$ cat src/rtl/rate_band_pkg.sv
package rate_band_pkg;

    typedef enum logic [1:0] {
        BAND_SINGLE = 2'b00,
        BAND_DOUBLE = 2'b01,
        BAND_QUAD   = 2'b10
    } band_e;

endpackage

$ cat src/rtl/ref_edge_sync.sv
module ref_edge_sync #(
    parameter int STAGES = 2
) (
    input  logic clk_i,
    input  logic rst_ni,
    input  logic ref_i,
    output logic rise_o
);

    typedef struct packed {
        logic [STAGES-1:0] sync;
        logic              prev;
    } sync_state_t;

    sync_state_t s_d, s_q;

    always_comb begin
        s_d      = s_q;
        s_d.sync = {s_q.sync[STAGES-2:0], ref_i};
        s_d.prev = s_q.sync[STAGES-1];
    end

    always_ff @(posedge clk_i or negedge rst_ni) begin
        if (!rst_ni) begin
            s_q <= '0;
        end else begin
            s_q <= s_d;
        end
    end

    assign rise_o = s_q.sync[STAGES-1] & ~s_q.prev;

    // A detected rising edge lasts exactly one cycle
    assert_rise_isolated_R6: assert property (@(posedge clk_i) disable iff (!rst_ni)
        rise_o |=> !rise_o);

endmodule

$ cat src/rtl/period_meter.sv
module period_meter #(
    parameter int TIMEOUT = 4096,
    parameter int CNT_W   = $clog2(TIMEOUT + 1)
) (
    input  logic             clk_i,
    input  logic             rst_ni,
    input  logic             en_i,
    input  logic             rise_i,
    output logic             meas_valid_o,
    output logic [CNT_W-1:0] meas_cnt_o,
    output logic             timeout_o
);

    localparam logic [CNT_W-1:0] LIMIT = CNT_W'(TIMEOUT);

    typedef struct packed {
        logic [CNT_W-1:0] cnt;
        logic             armed;
        logic             mvalid;
        logic [CNT_W-1:0] mcnt;
    } meter_state_t;

    meter_state_t m_d, m_q;

    always_comb begin
        m_d        = m_q;
        m_d.mvalid = 1'b0;
        if (!en_i) begin
            m_d.cnt   = '0;
            m_d.armed = 1'b0;
        end else if (rise_i) begin
            if (m_q.armed) begin
                m_d.mvalid = 1'b1;
                m_d.mcnt   = m_q.cnt;
            end
            m_d.cnt   = CNT_W'(1);
            m_d.armed = 1'b1;
        end else if (m_q.cnt < LIMIT) begin
            m_d.cnt = m_q.cnt + CNT_W'(1);
        end else begin
            // saturated: the running measurement is void
            m_d.armed = 1'b0;
        end
    end

    always_ff @(posedge clk_i or negedge rst_ni) begin
        if (!rst_ni) begin
            m_q <= '0;
        end else begin
            m_q <= m_d;
        end
    end

    assign meas_valid_o = m_q.mvalid;
    assign meas_cnt_o   = m_q.mcnt;
    assign timeout_o    = (m_q.cnt == LIMIT);

    // Counter never runs past its limit
    assert_cnt_bounded_R9: assert property (@(posedge clk_i) disable iff (!rst_ni)
        m_q.cnt <= LIMIT);

    // A timeout and a finished measurement never coincide
    assert_timeout_no_meas_R9: assert property (@(posedge clk_i) disable iff (!rst_ni)
        timeout_o |-> !meas_valid_o);

    // While disabled, no measurement is produced one cycle on
    assert_disabled_no_meas_R10: assert property (@(posedge clk_i) disable iff (!rst_ni)
        !en_i |=> !meas_valid_o);

endmodule

$ cat src/rtl/band_hysteresis.sv
module band_hysteresis
    import rate_band_pkg::*;
#(
    parameter int CNT_W    = 13,
    parameter int LOW_MIN  = 224,
    parameter int HIGH_MAX = 96,
    parameter int CONFIRM  = 4,
    parameter int RUN_W    = $clog2(CONFIRM + 1)
) (
    input  logic             clk_i,
    input  logic             rst_ni,
    input  logic             en_i,
    input  logic             timeout_i,
    input  logic             meas_valid_i,
    input  logic [CNT_W-1:0] meas_cnt_i,
    output band_e            band_o,
    output logic             valid_o
);

    typedef struct packed {
        band_e            band;
        logic             valid;
        band_e            cand;
        logic [RUN_W-1:0] run;
    } hyst_state_t;

    hyst_state_t h_d, h_q;
    band_e            meas_band;
    logic [RUN_W-1:0] next_run;

    always_comb begin
        if (meas_cnt_i >= CNT_W'(LOW_MIN)) begin
            meas_band = BAND_SINGLE;
        end else if (meas_cnt_i <= CNT_W'(HIGH_MAX)) begin
            meas_band = BAND_QUAD;
        end else begin
            meas_band = BAND_DOUBLE;
        end
    end

    always_comb begin
        h_d      = h_q;
        next_run = RUN_W'(1);
        if (!en_i || timeout_i) begin
            h_d.valid = 1'b0;
            h_d.run   = '0;
        end else if (meas_valid_i) begin
            if (h_q.valid && meas_band == h_q.band) begin
                h_d.run = '0;
            end else begin
                if (h_q.run != '0 && meas_band == h_q.cand) begin
                    next_run = h_q.run + RUN_W'(1);
                end
                h_d.cand = meas_band;
                if (next_run == RUN_W'(CONFIRM)) begin
                    h_d.band  = meas_band;
                    h_d.valid = 1'b1;
                    h_d.run   = '0;
                end else begin
                    h_d.run = next_run;
                end
            end
        end
    end

    always_ff @(posedge clk_i or negedge rst_ni) begin
        if (!rst_ni) begin
            h_q <= '{band: BAND_SINGLE, valid: 1'b0, cand: BAND_SINGLE, run: '0};
        end else begin
            h_q <= h_d;
        end
    end

    assign band_o  = h_q.band;
    assign valid_o = h_q.valid;

    // Code 11 never appears
    assert_no_code3_R5: assert property (@(posedge clk_i) disable iff (!rst_ni)
        h_q.band != 2'b11);

    // A band change is always an accepted classification
    assert_change_valid_R7: assert property (@(posedge clk_i) disable iff (!rst_ni)
        (h_q.band != $past(h_q.band)) |-> h_q.valid);

    // Valid rises only on a fresh measurement
    assert_valid_on_meas_R8: assert property (@(posedge clk_i) disable iff (!rst_ni)
        $rose(h_q.valid) |-> $past(meas_valid_i));

    // Timeout clears valid
    assert_timeout_drop_R9: assert property (@(posedge clk_i) disable iff (!rst_ni)
        timeout_i |=> !h_q.valid);

    // Disable clears valid
    assert_disable_drop_R10: assert property (@(posedge clk_i) disable iff (!rst_ni)
        !en_i |=> !h_q.valid);

endmodule

$ cat src/rtl/band_ratio_map.sv
module band_ratio_map
    import rate_band_pkg::*;
#(
    parameter int MULT_W    = 10,
    parameter int MULT_BASE = 128
) (
    input  band_e              band_i,
    output logic [MULT_W-1:0]  mult_o
);

    always_comb begin
        unique case (band_i)
            BAND_SINGLE: mult_o = MULT_W'(MULT_BASE * 4);
            BAND_DOUBLE: mult_o = MULT_W'(MULT_BASE * 2);
            BAND_QUAD:   mult_o = MULT_W'(MULT_BASE);
            default:     mult_o = MULT_W'(MULT_BASE * 4);
        endcase
    end

endmodule

$ cat src/rtl/rate_band_classifier.sv
module rate_band_classifier
    import rate_band_pkg::*;
#(
    parameter int SYNC_STAGES = 2,
    parameter int TIMEOUT     = 4096,
    parameter int LOW_MIN     = 224,
    parameter int HIGH_MAX    = 96,
    parameter int CONFIRM     = 4,
    parameter int MULT_W      = 10,
    parameter int MULT_BASE   = 128
) (
    input  logic              clk_i,
    input  logic              rst_ni,
    input  logic              ref_i,
    input  logic              en_i,
    output logic [1:0]        band_o,
    output logic              valid_o,
    output logic [MULT_W-1:0] mult_o
);

    localparam int CNT_W = $clog2(TIMEOUT + 1);

    logic             rise;
    logic             meas_valid;
    logic [CNT_W-1:0] meas_cnt;
    logic             timeout;
    band_e            band;

    ref_edge_sync #(.STAGES(SYNC_STAGES)) u_sync (
        .clk_i  (clk_i),
        .rst_ni (rst_ni),
        .ref_i  (ref_i),
        .rise_o (rise)
    );

    period_meter #(.TIMEOUT(TIMEOUT), .CNT_W(CNT_W)) u_meter (
        .clk_i        (clk_i),
        .rst_ni       (rst_ni),
        .en_i         (en_i),
        .rise_i       (rise),
        .meas_valid_o (meas_valid),
        .meas_cnt_o   (meas_cnt),
        .timeout_o    (timeout)
    );

    band_hysteresis #(
        .CNT_W    (CNT_W),
        .LOW_MIN  (LOW_MIN),
        .HIGH_MAX (HIGH_MAX),
        .CONFIRM  (CONFIRM)
    ) u_hyst (
        .clk_i        (clk_i),
        .rst_ni       (rst_ni),
        .en_i         (en_i),
        .timeout_i    (timeout),
        .meas_valid_i (meas_valid),
        .meas_cnt_i   (meas_cnt),
        .band_o       (band),
        .valid_o      (valid_o)
    );

    band_ratio_map #(.MULT_W(MULT_W), .MULT_BASE(MULT_BASE)) u_map (
        .band_i (band),
        .mult_o (mult_o)
    );

    assign band_o = band;

    // Multiplier is always a single power of two
    assert_mult_onehot_R11: assert property (@(posedge clk_i) disable iff (!rst_ni)
        $countones(mult_o) == 1);

endmodule

$ cat config.mk
export PLATFORM = sky130hd
export DESIGN_NAME = rate_band_classifier
export DESIGN_NICKNAME = d
export VERILOG_FILES = /design/src/rtl/rate_band_pkg.sv /design/src/rtl/ref_edge_sync.sv /design/src/rtl/period_meter.sv /design/src/rtl/band_hysteresis.sv /design/src/rtl/band_ratio_map.sv /design/src/rtl/rate_band_classifier.sv
export SDC_FILE = /design/constraint.sdc
export NUM_CORES = 1
export LEC_CHECK = 0
export BUFFER_PORTS_ARGS = -buffer_cell sky130_fd_sc_hd__buf_2
export CAP_MARGIN = 20
export CORE_MARGIN = 3
export CORE_UTILIZATION = 45
export DETAILED_ROUTE_END_ITERATION = 6
export PLACE_DENSITY = 0.74
export SYNTH_ARGS = -nofsm -noshare
export SYNTH_HDL_FRONTEND = slang
export SYNTH_SLANG_ARGS = --single-unit
$ cat constraint.sdc
create_clock -name clk_i -period 2.5 [get_ports clk_i]
set_clock_uncertainty 0.15 [all_clocks]
set_input_delay 0.375 -clock clk_i [delete_from_list [all_inputs] [get_ports clk_i]]
set_output_delay 0.375 -clock clk_i [all_outputs]
set_load 0.005 [all_outputs]
==> impl_metrics.ini, run 1 <==
[outcome]
status = completed

[floorplanning]
core_sq_um = 4090
initial_core_util_pct = 47.8
die-area_sq_um = 5170
ioPinCount = 17
fp.dieW_um = 71.9
placementRows = 23
dieHeight_um = 71.9

[setup_path]
critPathRequiredTime_ps = 2520
cp_max_fo = 5
crit_top_cell = nor3_1
cpPeakStageDelay_ps = 380
critPathSlowestCell = dfrtp_1
path_cells = nor3_1, a21oi_1, nor3_1, o2111a_1, nand4_4, mux2_1
end_kind = flip-flop
criticalPathCategory = flip-flop to flip-flop
arrival_ps = 2300
cp-start-kind = flip-flop

[sta]
min_period_ps = 2280
relSlewSlack_pct = 43.6
setup_viol_count_final = 0
clock.fmax_ghz = 0.440
setup_ws_ps = 225
period_share_pct = 91.0
finalMaxSlewViolations = 0
hold_violations = 0
whs_ps = 35.1
tightest_slew_ps = 846
rsz0062_at_grt = false
fin_setup_tns_ps = 0

[clock_tree]
cts_sinks = 39
htreeDepth = 2
cts_max_path_buffers = 2
cts_resized = 0
holdBufCountCts = 0
cts_setup_buffers = 0
clk_root_buffer_cell = clkbuf_8
insertion_delay_ps = 290
cts.clk_slew.worst_paths_ps = 70
cts_inserted_buffers = 5
cts_tree = yes

[logic_synthesis]
synth_area_sq_um = 1950
synthTopCellsByArea = dfrtp_1, nand2_1, xor2_1
syn_inst = 202
synth_seq_area_share_pct = 49.9
ys_seq_elements = 39
yosys_warnings = 0
syn_avg_cell_area_sq_um = 9.68
synth_top_cell_area_share_pct = 49.9
synth_top_cell_by_area = dfrtp_1
synth_cell_types = 40

[global_route]
busiest_layer = met2
grtUsageMet3_pct = 5.12
grt_start_max_net_pins = 40
gr-usage-met1_pct = 21.1
antenna_found_initial = 0
grt-ovfl-total = 0
grt_pass1_vias = 1385
gr-usage-met2_pct = 23.1
grtUsageTotal_pct = 15.7
grt_pass1_wl_mm = 6.22

[final_layout]
fin_nets = 222
drive_above_1_share_pct = 10.8
instances_no_fill = 262
fin_area_sq_um = 2090
antennaDiodeCount = 0
area_delta_synth_final_pct = 7.04
final_util_pct = 51.2

[placement]
place_ws_ps = 246
io_buffers = 9
placed_cell_area_sq_um = 2000
gp_congestion = 0.819
dp_cells = 255
hpwl_mm = 2.48

[worst_hold_path]
hold_path.class = input pin to async pin

[route]
viasPerCell = 5.17
wl_mm = 3.44
post_drt_wl_per_cell_um = 13.1
drt_iter0_drc = 109
drc = 0
ant_nets = 0
vias = 1354
dr.pass1.iters = 4

[power_and_ir_drop]
ir_worst_vdd_mv = 0.361
p_leak_nw = 1.06
total_power_mw = 1.17
p_per_area_nw_per_um2 = 557

[job]
maxCapViolCount = 0
## cells in the final DEF, fill, tap and decap left out, drive strengths merged, types with 5 or more instances in the layout
cell / n
nand3: 5
nand2: 49
nor2: 17
nor3: 5
buf: 11
ha: 6
dfrtp: 39
a21oi: 5
clkbuf: 6
xor2: 12
conb: 7
inv: 11
## critical path, delay by kind of cell, from the launching register on
| kind | cells | cell delay (ps) |
|---|---|---|
| AO/OA/AOI/OAI | 2 | 520 |
| flip-flops | 1 | 380 |
| multiplexers | 1 | 340 |
| AND/OR/NAND/NOR | 3 | 760 |
## flip-flops by register name, indices dropped and copies added (netlist names)
register and flops:
u_meter.m_q 14, u_meter.meas_cnt_o 13, u_hyst.h_q 5, u_hyst.band_o 2, u_sync.s_d 2, u_hyst.valid_o 1
u_meter.meas_valid_o 1, u_sync.s_q 1
## cells in the mapped netlist
cell type / instances
nand2_1: 48
dfrtp_1: 39
nor2_1: 17
xor2_1: 12
inv_1: 11
buf_4: 9
ha_1: 6
a21oi_1: 5
nand3_1: 5
nor3_1: 5
o21ai_0: 4
clkbuf_1: 3
nand2b_1: 3
o31ai_1: 3
a211o_1: 2
a41oi_1: 2
and3_1: 2
mux2_1: 2
nor2b_1: 2
nor4b_1: 2
a22o_1: 1
a311o_1: 1
a31oi_1: 1
a32o_1: 1
a41oi_4: 1
and3b_2: 1
and4_1: 1
buf_2: 1
buf_6: 1
conb_1: 1
mux2_2: 1
mux2i_1: 1
nand2_2: 1
nand4_1: 1
nand4_4: 1
nand4b_1: 1
nor4_1: 1
o2111a_1: 1
or2_0: 1
xnor2_1: 1
## path summary, 6_finish.rpt
kind	slack, ps	start	depth (start not counted)	to
min in group clk_i	40	ref_i	1	u_sync.s_d[2]
max reg2reg	220	u_meter.meas_cnt_o[0]	6	u_hyst.band_o[1]
min	40	rst_ni	1	u_meter.meas_cnt_o[11]
min reg2reg	200	u_sync.s_d[2]	0	u_sync.s_d[0]
max in group asynchronous	1630	rst_ni	1	u_meter.m_q[17]
max	220	u_meter.meas_cnt_o[0]	6	u_hyst.band_o[1]
## layer usage
metal  vias up  share of wire, %
li1        673                 -
met1       651                47
met2        22                46
met3         8               4.1
met4         0               2.0
met5         -                 0
## cell type report
| type | count | area [sq um] |
|---|---|---|
| Clock buffer | 6 | 82.6 |
| Tap cell | 50 | 62.6 |
| Fill cell | 387 | 1990 |
| Timing Repair Buffer | 11 | 60.1 |
| Multi-Input combinational cell | 144 | 865 |
| Sequential cell | 39 | 976 |
| Clock inverter | 1 | 5.00 |
| Inverter | 11 | 41.3 |
## where the power goes
part	internal [mW]	leakage, nW	total, mW	switching [mW]
clock	0.216	0.0470	0.423	0.206
sequential	0.649	0.530	0.661	0.0123
combinational	0.0289	0.486	0.0814	0.0526
## cells by family (layout without fill, tap and decap cells)
logic type               count (synthesis)  after routing  share of synthesized area (%)
XOR/XNOR                                13             13                           5.83
adder cells (fa/ha/maj)                  6              6                           3.84
flip-flops                              39             39                           49.9
buffers and inverters                   25             29                           6.98
AND/OR/NAND/NOR                         92             92                           22.0
AO/OA/AOI/OAI                           22             22                           9.03
other                                    1              7                          0.192
multiplexers                             4              4                           2.24
(Power assumes the default switching activity.)
==> run 2, diff against run 1 <==
--- a/config.mk
+++ b/config.mk
@@ -7,10 +7,11 @@
 export LEC_CHECK = 0
 export BUFFER_PORTS_ARGS = -buffer_cell sky130_fd_sc_hd__buf_2
 export CAP_MARGIN = 20
+export CORE_ASPECT_RATIO = 0.6
 export CORE_MARGIN = 3
 export CORE_UTILIZATION = 45
 export DETAILED_ROUTE_END_ITERATION = 6
-export PLACE_DENSITY = 0.74
+export PLACE_DENSITY = 0.66
 export SYNTH_ARGS = -nofsm -noshare
 export SYNTH_HDL_FRONTEND = slang
 export SYNTH_SLANG_ARGS = --single-unit
==> constraint.sdc (replaced) <==
create_clock -name clk_i -period 2.5 [get_ports clk_i]
set_clock_uncertainty 0.15 [all_clocks]
set_input_delay 0.25 -clock clk_i [delete_from_list [all_inputs] [get_ports clk_i]]
set_output_delay 0.25 -clock clk_i [all_outputs]
set_load 0.005 [all_outputs]
==> run 2 against run 1 <==
  * Sequential power about the same
  * Largest power group unchanged
  * Power decreased by 1.4%
  * Die area grew 0.50%
  * Utilization increased by 3.1 points
  * Largest cell class unchanged
  * Critical path depth rose by 2
  * Maximum frequency fell by 2.2%
  * First-iteration DRC count rose by 2.8%
  * Wire length up 12%
  * Combinational power up 4.4%
  * Register-to-register slack worse by 50 ps
  * Worst hold slack gained 80 ps
  * Global-route usage increased by 0.89 points
==> impl_metrics.ini, run 2 (synthesized netlist as in run 1, its figures left out) <==
[clock_tree]
cts_max_path_buffers = 2
cts.clk_slew.worst_paths_ps = 70
clk_root_buffer_cell = clkbuf_8
cts_setup_buffers = 0
insertion_delay_ps = 290
holdBufCountCts = 2
cts_sinks = 39
cts_tree = yes
cts_resized = 0
cts_inserted_buffers = 5
htreeDepth = 2

[floorplanning]
placementRows = 17
fp.dieW_um = 91.1
dieHeight_um = 57.0
die-area_sq_um = 5200
ioPinCount = 17
initial_core_util_pct = 49.9
core_sq_um = 3910

[final_layout]
top_register = u_meter.m_q
largest_reg_flops = 14
fin_nets = 225
fillers = 373
drive_above_1_share_pct = 11.6
final_common_cell = nand2_1
antennaDiodeCount = 0
area_delta_synth_final_pct = 8.71
fin_area_sq_um = 2120
final_cell_mix = nand2_1, dfrtp_1, nor2_1

[route]
ant_nets = 0
post_drt_wl_per_cell_um = 14.2
viasPerCell = 5.20
vias = 1420
drc = 0
dr.pass1.iters = 4
wl_mm = 3.87
drt_iter0_drc = 112

[sta]
rsz0062_at_grt = false
finalMaxSlewViolations = 0
clock.fmax_ghz = 0.430
min_period_ps = 2330
fin_setup_tns_ps = 0
tightest_slew_ps = 845
setup_viol_count_final = 0
period_share_pct = 93.0
relSlewSlack_pct = 43.6
hold_violations = 0

[global_route]
grt_start_max_net_pins = 40
grt_pass1_wl_mm = 6.67
grtUsageTotal_pct = 16.6
antenna_found_initial = 0
grt-ovfl-total = 0
grt_pass1_vias = 1361

[setup_path]
cp_max_fo = 8
end_kind = flip-flop
arrival_ps = 2340
critPathRequiredTime_ps = 2520
criticalPathCategory = flip-flop to flip-flop
cp-start-kind = flip-flop

[placement]
gp_congestion = 0.805
io_buffers = 9
hpwl_mm = 2.91
placed_cell_area_sq_um = 2020

[power_and_ir_drop]
seqPwrFrac_pct = 57.7
power_frac_clock_pct = 34.9
p_per_area_nw_per_um2 = 540
p_leak_nw = 1.08
p_comb_share_pct = 7.4
ir_worst_vdd_mv = 0.263
swShare_pct = 24.2
p_sw_uw = 278
total_power_mw = 1.15
p_int_uw = 870

[worst_hold_path]
hold_path.class = input pin to flip-flop

[outcome]
status = completed

[job]
maxCapViolCount = 0
run 2: cell count changes in the layout (fill, tap and decap cells not counted):
cell           change
dlygate4sd3_1      +2
buf_4              +1
clkinv_2           +2
clkbuf_8           -1
run 2: power by group through the flow:
stage	registers, mW	logic, mW	clock network (mW)
after floorplan	0.670	0.0636	0
after global routing	0.665	0.0992	0.441
after detailed placement	0.675	0.0828	0
after global placement	0.672	0.0813	0
after CTS	0.662	0.0857	0.414
final	0.662	0.0850	0.401
run 2: path summary, 6_finish.rpt:
path / start / endpoint / slack, ps / cells past startpoint
max: u_meter.m_q[15] / u_hyst.band_o[0] / 170 / 8
min reg2reg: u_sync.s_d[2] / u_sync.s_d[0] / 200 / 0
max reg2reg: u_meter.m_q[15] / u_hyst.band_o[0] / 170 / 8
min in group asynchronous: rst_ni / u_meter.meas_cnt_o[9] / 460 / 2
max in group asynchronous: rst_ni / u_hyst.band_o[0] / 1220 / 2
min: en_i / u_meter.m_q[14] / 120 / 3
run 2: worst max-delay path, stage by stage, from the launching register on:
cell and delay, ps:
dfrtp_1 400, inv_1 90, ha_1 200, nor4b_1 140
a31oi_1 240, nand2_1 150, a41oi_4 340, nand4_4 150
mux2_1 350
run 2: stage by stage:
step	cells	util (%)	hold slack [ps]	worst slack [ps]
detailed placement	263	51.6	191	194
global placement	263	51.6	188	265
CTS	273	54.3	110	174
floorplan	208	-	-196	438
finish	273	54.3	115	174
global route	273	54.3	134	34.1
run 2: area by class of cell:
type | count | area [sq um] | area share (%)
multi-input cells | 144 | 865 | 40.7
clock inverters | 3 | 15.0 | 0.707
clock buffers | 5 | 68.8 | 3.24
flip-flops and latches | 39 | 976 | 45.9
repair buffers | 14 | 87.6 | 4.12
well taps | 57 | 71.3 | 3.36
inverters | 11 | 41.3 | 1.94
run 2: per-layer routing:
| metal | GRT usage (%) | vias up | share of wire, % |
|---|---|---|---|
| met5 | 0 | - | 0 |
| met2 | 25.0 | 38 | 43 |
| met1 | 22.8 | 698 | 49 |
| met3 | 5.14 | 4 | 6.4 |
| li1 | - | 680 | - |
| met4 | 5.58 | 0 | 0.88 |
==> run 3, diff against run 2 <==
--- a/config.mk
+++ b/config.mk
@@ -5,12 +5,15 @@
 export SDC_FILE = /design/constraint.sdc
 export NUM_CORES = 1
 export LEC_CHECK = 0
+export ABC_AREA = 1
 export BUFFER_PORTS_ARGS = -buffer_cell sky130_fd_sc_hd__buf_2
 export CAP_MARGIN = 20
 export CORE_ASPECT_RATIO = 0.6
 export CORE_MARGIN = 3
 export CORE_UTILIZATION = 45
+export CTS_CLUSTER_DIAMETER = 80
 export DETAILED_ROUTE_END_ITERATION = 6
+export GPL_TIMING_DRIVEN = 0
 export PLACE_DENSITY = 0.66
 export SYNTH_ARGS = -nofsm -noshare
 export SYNTH_HDL_FRONTEND = slang
==> run 3 against run 2 <==
  * Maximum frequency is 25% higher
  * Global-route usage is 0.12 points lower
  * Setup slack better by 460 ps
  * Synthesized cell count is 22% higher
  * Final cell count is 22% higher
  * Critical path depth is 2 higher
  * Die area is 4.1% higher
  * Worst hold slack worse by 3.3 ps
  * Synthesized area is 4.5% higher
  * Utilization is 0.24 points higher
  * Cell area is 8.7% higher
  * Critical endpoint is now u_hyst.band_o[1]
==> impl_metrics.ini, run 3 <==
[global_route]
grt_pass1_wl_mm = 6.70
grt_start_max_net_pins = 40
antenna_found_initial = 0
grtUsageTotal_pct = 16.4
grt_pass1_vias = 1377
grt-ovfl-total = 0

[final_layout]
area_delta_synth_final_pct = 13.1
antennaDiodeCount = 0
fin_nets = 281
fin_area_sq_um = 2310
final_common_cell = nand2_1
largest_reg_flops = 14
top_register = u_meter.m_q
final_util_pct = 54.5
final_cell_mix = nand2_1, dfrtp_1, inv_1
fillers = 412
drive_above_1_share_pct = 16.2

[power_and_ir_drop]
p_sw_uw = 360
p_leak_nw = 1.09
p_per_area_nw_per_um2 = 580
ir_worst_vdd_mv = 0.254
seqPwrFrac_pct = 50.6
total_power_mw = 1.34
power_frac_clock_pct = 35.3
p_int_uw = 979
p_comb_share_pct = 14.1
swShare_pct = 26.9

[floorplanning]
placementRows = 18
dieHeight_um = 58.2
initial_core_util_pct = 48.2
ioPinCount = 17
die-area_sq_um = 5410
fp.dieW_um = 93.0
core_sq_um = 4230

[route]
vias = 1581
ant_nets = 0
drc = 0
dr.pass1.iters = 5
post_drt_wl_per_cell_um = 11.9
wl_mm = 3.95
viasPerCell = 4.76
drt_iter0_drc = 79

[setup_path]
critPathRequiredTime_ps = 2540
arrival_ps = 1900
path_cells = nor2_1, nand2_2, nor2_4, nand2_4, nand2_1, nand3_1, nor2_1, nand3_1, o21bai_1, nand2_1
cpPeakStageDelay_ps = 380
end_kind = flip-flop
critPathSlowestCell = dfrtp_1
criticalPathCategory = flip-flop to flip-flop
cp-start-kind = flip-flop
cp_max_fo = 5

[clock_tree]
htreeDepth = 2
insertion_delay_ps = 290
cts_sinks = 39
cts.clk_slew.worst_paths_ps = 80
cts_inserted_buffers = 5
cts_max_path_buffers = 2
cts_tree = yes
clk_root_buffer_cell = clkbuf_8

[logic_synthesis]
synth_seq_area_share_pct = 47.8
synth_area_sq_um = 2040
syn_avg_cell_area_sq_um = 8.27
synth_cell_types = 34
synth_most_common_cell = nand2_1
synthTopCellsByArea = dfrtp_1, nand2_1, inv_1
synth_top_cell_by_area = dfrtp_1
yosys_warnings = 0
syn_inst = 247
synth-edff-count = 0
synthArstFlopShare_pct = 100
synthTopCellsByCount = nand2_1, dfrtp_1, inv_1
synth-main-ff-cell = dfrtp_1
synth_top_cell_area_share_pct = 47.8
ys_seq_elements = 39

[placement]
hpwl_mm = 3.01
io_buffers = 9
gp_congestion = 0.808
placed_cell_area_sq_um = 2180

[sta]
hold_violations = 0
relSlewSlack_pct = 43.2
finalMaxSlewViolations = 0
tightest_slew_ps = 851
clock.fmax_ghz = 0.536
setup_viol_count_final = 0
period_share_pct = 74.7
whs_ps = 112
rsz0062_at_grt = false
fin_setup_tns_ps = 0
min_period_ps = 1870

[job]
maxCapViolCount = 0

[worst_hold_path]
hold_path.class = input pin to flip-flop

[outcome]
status = completed
## run 3: logic make-up after synthesis
logic type | after synthesis | synth area share, %
other | 1 | 0.184
XOR/XNOR | 2 | 0.858
AND/OR/NAND/NOR | 96 | 22.3
adder cells (fa/ha/maj) | 6 | 3.68
AO/OA/AOI/OAI | 47 | 13.2
buffers and inverters | 56 | 12.0
flip-flops | 39 | 47.8
## run 3: critical path, delay by kind of cell (launching register included)
family           cells  cell delay [ps]
flip-flops           1              380
AO/OA/AOI/OAI        1              190
AND/OR/NAND/NOR      9             1040
## run 3: final timing paths
| check | start | end | slack, ps | cells after the start |
|---|---|---|---|---|
| setup / recovery | u_meter.meas_cnt_o[12] | u_hyst.band_o[1] | 630 | 10 |
| hold / removal | en_i | u_meter.m_q[14] | 110 | 3 |
| setup reg to reg | u_meter.meas_cnt_o[12] | u_hyst.band_o[1] | 630 | 10 |
| hold reg to reg | u_sync.s_d[2] | u_sync.s_d[0] | 200 | 0 |
| max in group asynchronous | rst_ni | u_meter.meas_cnt_o[9] | 1190 | 2 |
| min in group asynchronous | rst_ni | u_meter.meas_cnt_o[0] | 480 | 2 |
## run 3: repair_timing
action / 4_1_cts / 5_1_grt
resized for setup: 0 / 0
hold endpoints to repair: 40 / 0
buffers inserted: 0 / 0
hold buffers: 2 / 0
## run 3: power by group through the flow
stage          clock (mW)  sequential, mW  combinational (mW)
3_3_place_gp            0           0.690               0.184
6_report            0.472           0.678               0.189
4_1_cts             0.489           0.678               0.191
3_5_place_dp            0           0.690               0.186
5_1_grt             0.514           0.681               0.216
2_1_floorplan           0           0.688               0.141
## run 3: cell type report
cell class	count	area [sq um]	share of cell area, %
Buffer	12	78.8	3.41
Clock buffer	7	96.3	4.17
Timing Repair Buffer	11	65.1	2.82
Clock inverter	1	7.51	0.325
Sequential cell	39	976	42.3
Inverter	44	166	7.21
Multi-Input combinational cell	158	843	36.5
Tap cell	60	75.1	3.25
## run 3: metal layers
metal	wire length [um]	vias to the layer above	GRT usage, %	share of wire, %
met5	0	-	0	0
met4	48	0	6.47	1.2
met3	264	7	4.67	6.7
met2	1400	34	19.1	35
met1	2240	711	27.1	57
li1	-	829	-	-
## run 3: per-stage QoR
step | worst slack [ps] | instances
floorplan | 894 | 253
global placement | 661 | 322
detailed placement | 635 | 322
CTS | 610 | 332
global route | 429 | 332
finish | 633 | 332
